==> src/rtl/ibus_pkg.sv <==
package ibus_pkg;
    typedef enum logic [1:0] {
        ST_IDLE = 2'd0,
        ST_ADDR = 2'd1,
        ST_HOLD = 2'd2,
        ST_LAST = 2'd3
    } ibus_state_t;

    localparam int SEL_W = 3;
    localparam logic [SEL_W-1:0] SEL_REG  = 3'b001;
    localparam logic [SEL_W-1:0] SEL_RAM  = 3'b010;
    localparam logic [SEL_W-1:0] SEL_PROG = 3'b100;
endpackage

==> src/rtl/ibus_region_dec.sv <==
module ibus_region_dec #(
    parameter int AW = 16,
    parameter logic [AW-1:0] REG_TOP   = 16'h007F,
    parameter logic [AW-1:0] PROG_BASE = 16'h8000
) (
    input  logic [AW-1:0] addr,
    output logic [2:0]    sel
);
    import ibus_pkg::*;

    always_comb begin
        if (addr >= PROG_BASE)
            sel = SEL_PROG;
        else if (addr <= REG_TOP)
            sel = SEL_REG;
        else
            sel = SEL_RAM;
    end
endmodule

==> src/rtl/ibus_speed_reg.sv <==
module ibus_speed_reg #(
    parameter int AW = 16,
    parameter int DW = 8,
    parameter logic [AW-1:0] CTL_ADDR = 16'h005F,
    parameter int CTL_BIT = 7
) (
    input  logic          clk,
    input  logic          rst_n,
    input  logic          wr_fire,
    input  logic [AW-1:0] wr_addr,
    input  logic [DW-1:0] wr_data,
    input  logic          force_slow,
    output logic          hit,
    output logic          fast_eff,
    output logic [DW-1:0] rd_value
);
    logic speed_q;

    assign hit      = (wr_addr == CTL_ADDR);
    assign fast_eff = speed_q & ~force_slow;

    always_ff @(posedge clk or negedge rst_n) begin
        if (!rst_n)
            speed_q <= 1'b0;
        else if (wr_fire && hit)
            speed_q <= wr_data[CTL_BIT];
    end

    always_comb begin
        rd_value          = '0;
        rd_value[CTL_BIT] = speed_q;
    end
endmodule

==> src/rtl/ibus_databuf.sv <==
module ibus_databuf #(
    parameter int DW = 8
) (
    input  logic          clk,
    input  logic          rst_n,
    input  logic          load_w,
    input  logic [DW-1:0] w_in,
    input  logic          cap_r,
    input  logic [DW-1:0] r_in,
    output logic [DW-1:0] w_buf,
    output logic [DW-1:0] r_buf
);
    always_ff @(posedge clk or negedge rst_n) begin
        if (!rst_n) begin
            w_buf <= '0;
            r_buf <= '0;
        end else begin
            if (load_w) w_buf <= w_in;
            if (cap_r)  r_buf <= r_in;
        end
    end
endmodule

==> src/rtl/ibus_unit.sv <==
module ibus_unit #(
    parameter int AW = 16,
    parameter int DW = 8,
    parameter logic [AW-1:0] REG_TOP   = 16'h007F,
    parameter logic [AW-1:0] PROG_BASE = 16'h8000,
    parameter logic [AW-1:0] CTL_ADDR  = 16'h005F,
    parameter int CTL_BIT = 7
) (
    input  logic          clk,
    input  logic          rst_n,
    input  logic          req_valid,
    input  logic          req_we,
    input  logic [AW-1:0] req_addr,
    input  logic [DW-1:0] req_wdata,
    input  logic          flash_force_slow,
    output logic          busy,
    output logic          done,
    output logic [DW-1:0] rdata,
    output logic [AW-1:0] bus_addr,
    output logic [2:0]    bus_sel,
    output logic          bus_we,
    output logic [DW-1:0] bus_wdata,
    input  logic [DW-1:0] bus_rdata
);
    import ibus_pkg::*;

    ibus_state_t   state_q, state_d;
    logic [AW-1:0] addr_q;
    logic          we_q;
    logic [2:0]    region;
    logic          accept;
    logic          is_last;
    logic          ctl_hit;
    logic          fast_eff;
    logic [DW-1:0] ctl_value;
    logic [DW-1:0] w_buf;
    logic [DW-1:0] cap_value;

    assign accept  = (state_q == ST_IDLE) && req_valid;
    assign is_last = (state_q == ST_LAST);

    // address register and direction flag
    always_ff @(posedge clk or negedge rst_n) begin
        if (!rst_n) begin
            addr_q <= '0;
            we_q   <= 1'b0;
        end else if (accept) begin
            addr_q <= req_addr;
            we_q   <= req_we;
        end
    end

    ibus_region_dec #(
        .AW(AW), .REG_TOP(REG_TOP), .PROG_BASE(PROG_BASE)
    ) u_dec (
        .addr (addr_q),
        .sel  (region)
    );

    ibus_speed_reg #(
        .AW(AW), .DW(DW), .CTL_ADDR(CTL_ADDR), .CTL_BIT(CTL_BIT)
    ) u_speed (
        .clk        (clk),
        .rst_n      (rst_n),
        .wr_fire    (is_last && we_q),
        .wr_addr    (addr_q),
        .wr_data    (w_buf),
        .force_slow (flash_force_slow),
        .hit        (ctl_hit),
        .fast_eff   (fast_eff),
        .rd_value   (ctl_value)
    );

    assign cap_value = ctl_hit ? ctl_value : bus_rdata;

    ibus_databuf #(.DW(DW)) u_buf (
        .clk    (clk),
        .rst_n  (rst_n),
        .load_w (accept && req_we),
        .w_in   (req_wdata),
        .cap_r  (is_last && !we_q),
        .r_in   (cap_value),
        .w_buf  (w_buf),
        .r_buf  (rdata)
    );

    // state register
    always_ff @(posedge clk or negedge rst_n) begin
        if (!rst_n) state_q <= ST_IDLE;
        else        state_q <= state_d;
    end

    // transitions: ACCEPT, EXTEND, SHORT, FINISH, RETIRE
    always_comb begin
        state_d = state_q;
        unique case (state_q)
            ST_IDLE: if (req_valid) state_d = ST_ADDR;
            ST_ADDR: state_d = (region == SEL_PROG && !fast_eff) ? ST_HOLD : ST_LAST;
            ST_HOLD: state_d = ST_LAST;
            ST_LAST: state_d = ST_IDLE;
            default: state_d = ST_IDLE;
        endcase
    end

    // outputs
    always_comb begin
        busy      = 1'b0;
        done      = 1'b0;
        bus_sel   = '0;
        bus_we    = 1'b0;
        bus_wdata = '0;
        bus_addr  = addr_q;
        unique case (state_q)
            ST_IDLE: ;
            ST_ADDR, ST_HOLD: begin
                busy    = 1'b1;
                bus_sel = region;
            end
            ST_LAST: begin
                busy    = 1'b1;
                done    = 1'b1;
                bus_sel = region;
                if (we_q && region != SEL_PROG) begin
                    bus_we    = 1'b1;
                    bus_wdata = w_buf;
                end
            end
            default: ;
        endcase
    end
endmodule

==> config.mk <==
export PLATFORM = sky130hd
export DESIGN_NAME = ibus_unit
export DESIGN_NICKNAME = d
export VERILOG_FILES = /design/src/rtl/ibus_pkg.sv /design/src/rtl/ibus_region_dec.sv /design/src/rtl/ibus_speed_reg.sv /design/src/rtl/ibus_databuf.sv /design/src/rtl/ibus_unit.sv
export SDC_FILE = /design/constraint.sdc
export NUM_CORES = 1
export LEC_CHECK = 0
export CORE_MARGIN = 4
export CORE_UTILIZATION = 40
export DETAILED_ROUTE_END_ITERATION = 8
export GPL_TIMING_DRIVEN = 0
export MAX_ROUTING_LAYER = met4
export PLACE_DENSITY = 0.81
export RECOVER_POWER = 50
export SLEW_MARGIN = 20
export SYNTH_ARGS = -nofsm -noshare
export SYNTH_HDL_FRONTEND = slang
export SYNTH_SLANG_ARGS = --single-unit
export TNS_END_PERCENT = 20
==> constraint.sdc <==
create_clock -name clk -period 2.08 [get_ports clk]
set_clock_uncertainty 0.05 [all_clocks]
set_input_delay 0.312 -clock clk [delete_from_list [all_inputs] [get_ports clk]]
set_output_delay 0.312 -clock clk [all_outputs]
set_load 0.01 [all_outputs]
**Yosys cells after proc, flatten, opt, wreduce, memory -nomap -nowiden**

Cells that the tools add are included.

- Register bits after elaboration: 36
- Word-level logic and storage cells: 41
- Bits of input ports: 37
- Output and inout bits: 38

- Reductions and logical operators: 11
- Bitwise operators: 2
- Multiplexer cells: 13
- Equal/unequal tests: 7
- $lt $le $gt $ge: 2

Operator list:

| cell | number |
|---|---|
| $mux 8 | 3 |
| $eq 16x7->1 const B | 1 |
| $ge 16x16->1 const B | 1 |
| $le 16x7->1 const B | 1 |
| $pmux 2 s4 | 1 |
| $logic_and 1x1->1 | 7 |
| $mux 3 | 2 |
| $mux 1 | 5 |
| $eq 2x2->1 const B | 2 |
| $mux 2 | 2 |
| $eq 3x3->1 const B | 1 |
| $ne 3x3->1 const B | 1 |
| $reduce_or 3->1 | 1 |
| $eq 2x1->1 const B | 1 |
| $logic_not 1->1 | 2 |
| $logic_not 2->1 | 1 |
| $ne 2x2->1 const B | 1 |
| $and 1x1->1 | 1 |
| $not 1->1 | 1 |

**Depth between registers and ports, before layout**

- Depth after elaboration: 7
- Mapped depth: 7
- Mapped depth without buffers: 5

**Hierarchy**

Synthesis repeated with hierarchy kept, for this count alone.

- Cell total of the unflattened synthesis: 134
- Area total of the unflattened synthesis: 1898.1 µm²

Modules (own cells, without submodules):

| module | area each (µm²) | cells an instance | times used |
|---|---|---|---|
| ibus_unit | 1019.7 | 77 | 1 |
| ibus_databuf | 663.1 | 34 | 1 |
| ibus_speed_reg | 172.7 | 18 | 1 |
| ibus_region_dec | 42.5 | 5 | 1 |

**Worst setup path before layout**

OpenSTA, ideal clock, no wires.

- Path type: flip-flop to output port
- Start: reg addr_q[15] (netlist: bus_addr[15])
- End: out bus_sel[0]
- Setup slack: 0.109 ns
- Stages on the path, launching flop included: 4
- Arrival time: 1.609 ns
- Buffers on the path: 0
- Required time: 1.718 ns
- Cell sequence: dfrtp_1 or4_4 nor4_4 nor3b_1

- Word-level cells in the longest chain between the ends: 4
- Elaborated cells on any way between the ends: 5

Ends and longest elaborated chain:

| what | line | RTL |
|---|---|---|
| from (decl) | ibus_unit.sv:28 | `logic [AW-1:0] addr_q;` |
| from (signal assigned) | ibus_unit.sv:48 | `addr_q <= req_addr;` |
| $le 16x7->1 | ibus_region_dec.sv:14 | `else if (addr <= REG_TOP)` |
| $mux 2 | ibus_region_dec.sv:14 |  |
| $mux 3 (*) | ibus_region_dec.sv:12 | `if (addr >= PROG_BASE)` |
| $mux 3 (*) | ibus_unit.sv:113 | `unique case (state_q)` |
| to (decl) | ibus_unit.sv:20 | `output logic [2:0] bus_sel,` |

Mark *: on every way between the ends. The rest lies on a longest branch, timed or not.

**Worst setup path after layout**

- Start: reg addr_q[8] (netlist: bus_addr[8])
- End: out bus_sel[0]

Same word-level chain as after synthesis.

==> report_table.html <==
<table>
<tr><th>Metric</th><th>Value</th></tr>
<tr><th colspan="2">Status</th></tr>
<tr><td>Run status</td><td>finished, violations left</td></tr>
<tr><td>Violated checks</td><td>setup timing</td></tr>
<tr><th colspan="2">CTS</th></tr>
<tr><td>Buffers from clock root to sink, at most</td><td>2</td></tr>
<tr><td>Total CTS buffers</td><td>5</td></tr>
<tr><td>Clock-pin transition on the worst setup and hold timing paths</td><td>0.07 ns</td></tr>
<tr><td>H-tree levels</td><td>2</td></tr>
<tr><td>Worst-Skew Late Latency</td><td>0.28 ns</td></tr>
<tr><td>Clock tree from TritonCTS</td><td>yes</td></tr>
<tr><td>Clock Sink Count</td><td>36</td></tr>
<tr><td>Clock root buffer</td><td>clkbuf_8</td></tr>
<tr><th colspan="2">Route</th></tr>
<tr><td>Count of TritonRoute iterations in the first routing pass</td><td>4</td></tr>
<tr><td>Routed via count</td><td>1247</td></tr>
<tr><td>Final antenna-violating net count</td><td>0</td></tr>
<tr><td>Initial detailed-routing violation count</td><td>43</td></tr>
<tr><td>Post-route DRC</td><td>0</td></tr>
<tr><td>Routed vias/inst</td><td>4.968</td></tr>
<tr><td>Wire per inst</td><td>15.58 um</td></tr>
<tr><td>Total Wirelength</td><td>3.910 mm</td></tr>
<tr><th colspan="2">Synthesis</th></tr>
<tr><td>Proportion of register bits with asynchronous set or reset after synthesis</td><td>1.000</td></tr>
<tr><td>Count of state elements after synthesis</td><td>36</td></tr>
<tr><td>Top-area cell type share of the netlist area</td><td>0.5849</td></tr>
<tr><td>Main synth FF type</td><td>dfrtp_1</td></tr>
<tr><td>Number of flops mapped to enable cells by yosys</td><td>0</td></tr>
<tr><td>Biggest area contributors in the synthesized netlist</td><td>dfrtp_1 (58%), mux2_2 (18%), a22o_1 (4.0%)</td></tr>
<tr><td>Summed instance area of the synthesized netlist</td><td>1540 um^2</td></tr>
<tr><td>Post-synthesis cell type with the largest combined area</td><td>dfrtp_1</td></tr>
<tr><td>Synthesized Nets</td><td>155</td></tr>
<tr><td>Syn Inst Count</td><td>115</td></tr>
<tr><td>Yosys warning total</td><td>0</td></tr>
<tr><td>Number of library cell types mapped by synthesis</td><td>26</td></tr>
<tr><td>Mean cell area of the mapped netlist</td><td>13.39 um^2</td></tr>
<tr><td>Sequential cell area fraction in the yosys report</td><td>0.5849</td></tr>
<tr><th colspan="2">STA</th></tr>
<tr><td>Post-layout worst setup margin</td><td>-0.02294 ns</td></tr>
<tr><td>Headroom to the max-slew limit</td><td>0.4356</td></tr>
<tr><td>Crit share post-route</td><td>1.011</td></tr>
<tr><td>Max-slew violations</td><td>0</td></tr>
<tr><td>Shortest clock period the worst path allows after layout</td><td>2.103 ns</td></tr>
<tr><td>Transition time at the pin with the least slew margin</td><td>0.8466 ns</td></tr>
<tr><td>Timing-limited maximum frequency</td><td>0.4755 GHz</td></tr>
<tr><td>Final setup fails</td><td>2</td></tr>
<tr><td>Final Hold Violating Endpoints</td><td>0</td></tr>
<tr><td>RSZ-0062 raised after global routing</td><td>true</td></tr>
<tr><th colspan="2">Critical path</th></tr>
<tr><td>Critical Path, Cell by Cell</td><td>or4_4, nor4_4, nor3b_2, buf_2</td></tr>
<tr><td>R2R Path End</td><td>u_speed.speed_q$_DFFE_PN0P_</td></tr>
<tr><td>Worst Reg2Reg Path Length in Cells</td><td>6</td></tr>
<tr><td>Endpoint class of the critical path</td><td>primary output</td></tr>
<tr><td>Data arrival time of the critical path</td><td>1.74 ns</td></tr>
<tr><td>Worst r2r src</td><td>bus_addr[8]$_DFFE_PN0P_</td></tr>
<tr><td>Worst Setup Start Kind</td><td>flop</td></tr>
<tr><td>Register-to-register setup slack</td><td>0.11 ns</td></tr>
<tr><td>Crit-path slowest cell</td><td>or4_4</td></tr>
<tr><td>Critical Path RT</td><td>1.72 ns</td></tr>
<tr><td>Max incr delay on CP</td><td>0.55 ns</td></tr>
<tr><td>Category of the most critical setup path</td><td>reg2out</td></tr>
<tr><td>Critical path peak fanout</td><td>2</td></tr>
<tr><th colspan="2">Power</th></tr>
<tr><td>Leak</td><td>1.130 nW</td></tr>
<tr><td>Largest vdd supply drop</td><td>0.6906 mV</td></tr>
<tr><td>Ratio of total power to cell area</td><td>1335 nW/um^2</td></tr>
<tr><th colspan="2">Global routing</th></tr>
<tr><td>Maximum number of pins on one net before global-route repair</td><td>35</td></tr>
<tr><td>GRT Util Overall</td><td>0.1802</td></tr>
<tr><td>Wire length of the first global-routing pass</td><td>6.837 mm</td></tr>
<tr><td>Initial antenna violation count</td><td>0</td></tr>
<tr><td>Remaining Overflow, GRT</td><td>0</td></tr>
<tr><td>Number of global-route vias before repair</td><td>1449</td></tr>
<tr><th colspan="2">Placement</th></tr>
<tr><td>Final weighted congestion of routability-driven global placement</td><td>0.7543</td></tr>
<tr><td>Placement-stage worst setup slack</td><td>-0.4479 ns</td></tr>
<tr><td>Buffers on Ports</td><td>74</td></tr>
<tr><td>Placed wire-length estimate after detailed placement</td><td>2.925 mm</td></tr>
<tr><th colspan="2">Floorplan</th></tr>
<tr><td>Num rows</td><td>22</td></tr>
<tr><td>Effective utilization at floorplan</td><td>0.4176</td></tr>
<tr><td>I/O pins</td><td>75</td></tr>
<tr><td>Die height</td><td>70.05 um</td></tr>
<tr><td>Die area</td><td>4907 um^2</td></tr>
<tr><td>Floorplan die width</td><td>70.05 um</td></tr>
<tr><td>Core box area</td><td>3689 um^2</td></tr>
<tr><th colspan="2">Cells and area</th></tr>
<tr><td>Final net count</td><td>243</td></tr>
<tr><td>Post-layout util</td><td>0.6767</td></tr>
<tr><td>Diode count</td><td>0</td></tr>
<tr><td>Area grow syn2layout</td><td>62.06%</td></tr>
<tr><td>Layout cell share with drive strength beyond 1</td><td>0.2365</td></tr>
<tr><th colspan="2">Run</th></tr>
<tr><td>Maximum Capacitance Violations</td><td>0</td></tr>
<tr><th colspan="2">Min path</th></tr>
<tr><td>HP Class</td><td>in2async</td></tr>
</table>
-- cells by family (layout without fill, tap and decap cells) --
kind of cell / count (synthesis) / count (layout) / synth area share
AOI/OAI and AO/OA: 15 / 15 / 0.07149
adders and majority gates: 3 / 3 / 0.02437
buffers and inverters: 7 / 94 / 0.01706
DFF: 36 / 36 / 0.5849
muxes: 25 / 25 / 0.1828
and+or+nand+nor: 29 / 30 / 0.1194
-- cell usage in the layout, fill, tap and decap left out, types with 3 or more instances in the layout --
cell type        instances
clkdlybuf4s50_1         46
dfrtp_1                 35
mux2_2                  24
dlygate4sd3_1           16
and2_1                   8
dlygate4sd2_1            8
a22o_1                   7
nand2_1                  5
clkbuf_8                 5
buf_4                    5
inv_1                    4
nand2b_1                 3
o21ai_0                  3
clkbuf_1                 3
-- through the flow --
| stage | cells | TNS, ns | power, W | hold WS, ns | area, um^2 |
|---|---|---|---|---|---|
| floorplan | 115 | 0 | 0.002010 | -0.03359 | 1540 |
| global placement | 237 | -3.367 | 0.002787 | 0.4325 | 2341 |
| CTS | 251 | -0.1259 | 0.003430 | 0.3063 | 2504 |
| detailed placement | 238 | -2.236 | 0.002861 | 0.07076 | 2356 |
| global route | 251 | -0.2543 | 0.003577 | 0.3167 | 2496 |
| finish | 251 | -0.04079 | 0.003333 | 0.3022 | 2496 |
-- routing by layer --
metal	share of wire	global-route usage	wire [um]	vias to the layer above
li1	-	-	-	585
met1	0.41	0.2094	1620	608
met2	0.52	0.2991	2016	47
met3	0.050	0.04173	195	7
met4	0.019	0.07660	76	0
met5	0	-	0	-
-- state kept, by name, indices dropped and copies added, names as in the netlist --
name	cells
state_q	2
u_buf.r_buf	8
u_buf.w_buf	8
bus_addr	16
we_q	1
u_speed.speed_q	1
-- report_power, final --
part | switching (W) | internal [W]
registers | 0.000230 | 0.00105
clock network | 0.000239 | 0.000228
logic | 0.000654 | 0.000934
total | 0.00112 | 0.00221
-- how the worst max path moves through the flow --
stage               cells past startpoint                      from           end  slack [ns]
global route                            4   bus_addr[8]$_DFFE_PN0P_    bus_sel[0]       -0.14
global placement                        4  bus_addr[15]$_DFFE_PN0P_    bus_sel[0]       -0.40
CTS                                     5    state_q[1]$_DFFE_PN0P_  bus_wdata[3]       -0.11
floorplan                               3  bus_addr[15]$_DFFE_PN0P_    bus_sel[0]        0.11
finish                                  4   bus_addr[8]$_DFFE_PN0P_    bus_sel[0]       -0.02
detailed placement                      4  bus_addr[15]$_DFFE_PN0P_    bus_sel[0]       -0.45
-- final cells by class --
| cell class | instances | area (um^2) |
|---|---|---|
| inverter | 4 | 15.01 |
| fill | 290 | 1192 |
| clock inverter | 1 | 5.005 |
| timing repair buffer | 81 | 772.0 |
| buffer | 2 | 8.758 |
| clock buffer | 6 | 72.57 |
| tap | 48 | 60.06 |
| sequential | 36 | 902.1 |
| multi-input combinational | 73 | 660.6 |
-- synthesized netlist by cell type, types with 2 or more instances --
cell type,number
a21oi_1,2
nor2_1,2
and2_1,8
inv_1,4
mux2_2,24
nand4_1,2
o21ai_0,3
clkbuf_1,3
nand2_1,5
nand2b_1,3
dfrtp_1,36
ha_1,3
a22o_1,7
-- timing repair --
item                                    CTS  global route
pin swaps                                 2             1
endpoints found under the hold margin    36             0
endpoints found under the setup margin   22             6
hold buffers                              1             0
buffers inserted                          5             0
gates resized for setup                  25             3
gates cloned                              1             0
-- critical path, delay by kind of cell (launching register included) --
family                 cells  cell delay [ns]
buffers and inverters      1             0.15
flip-flops                 1             0.39
AND/OR/NAND/NOR            3             0.92
Power figures use the tool's default switching activity.
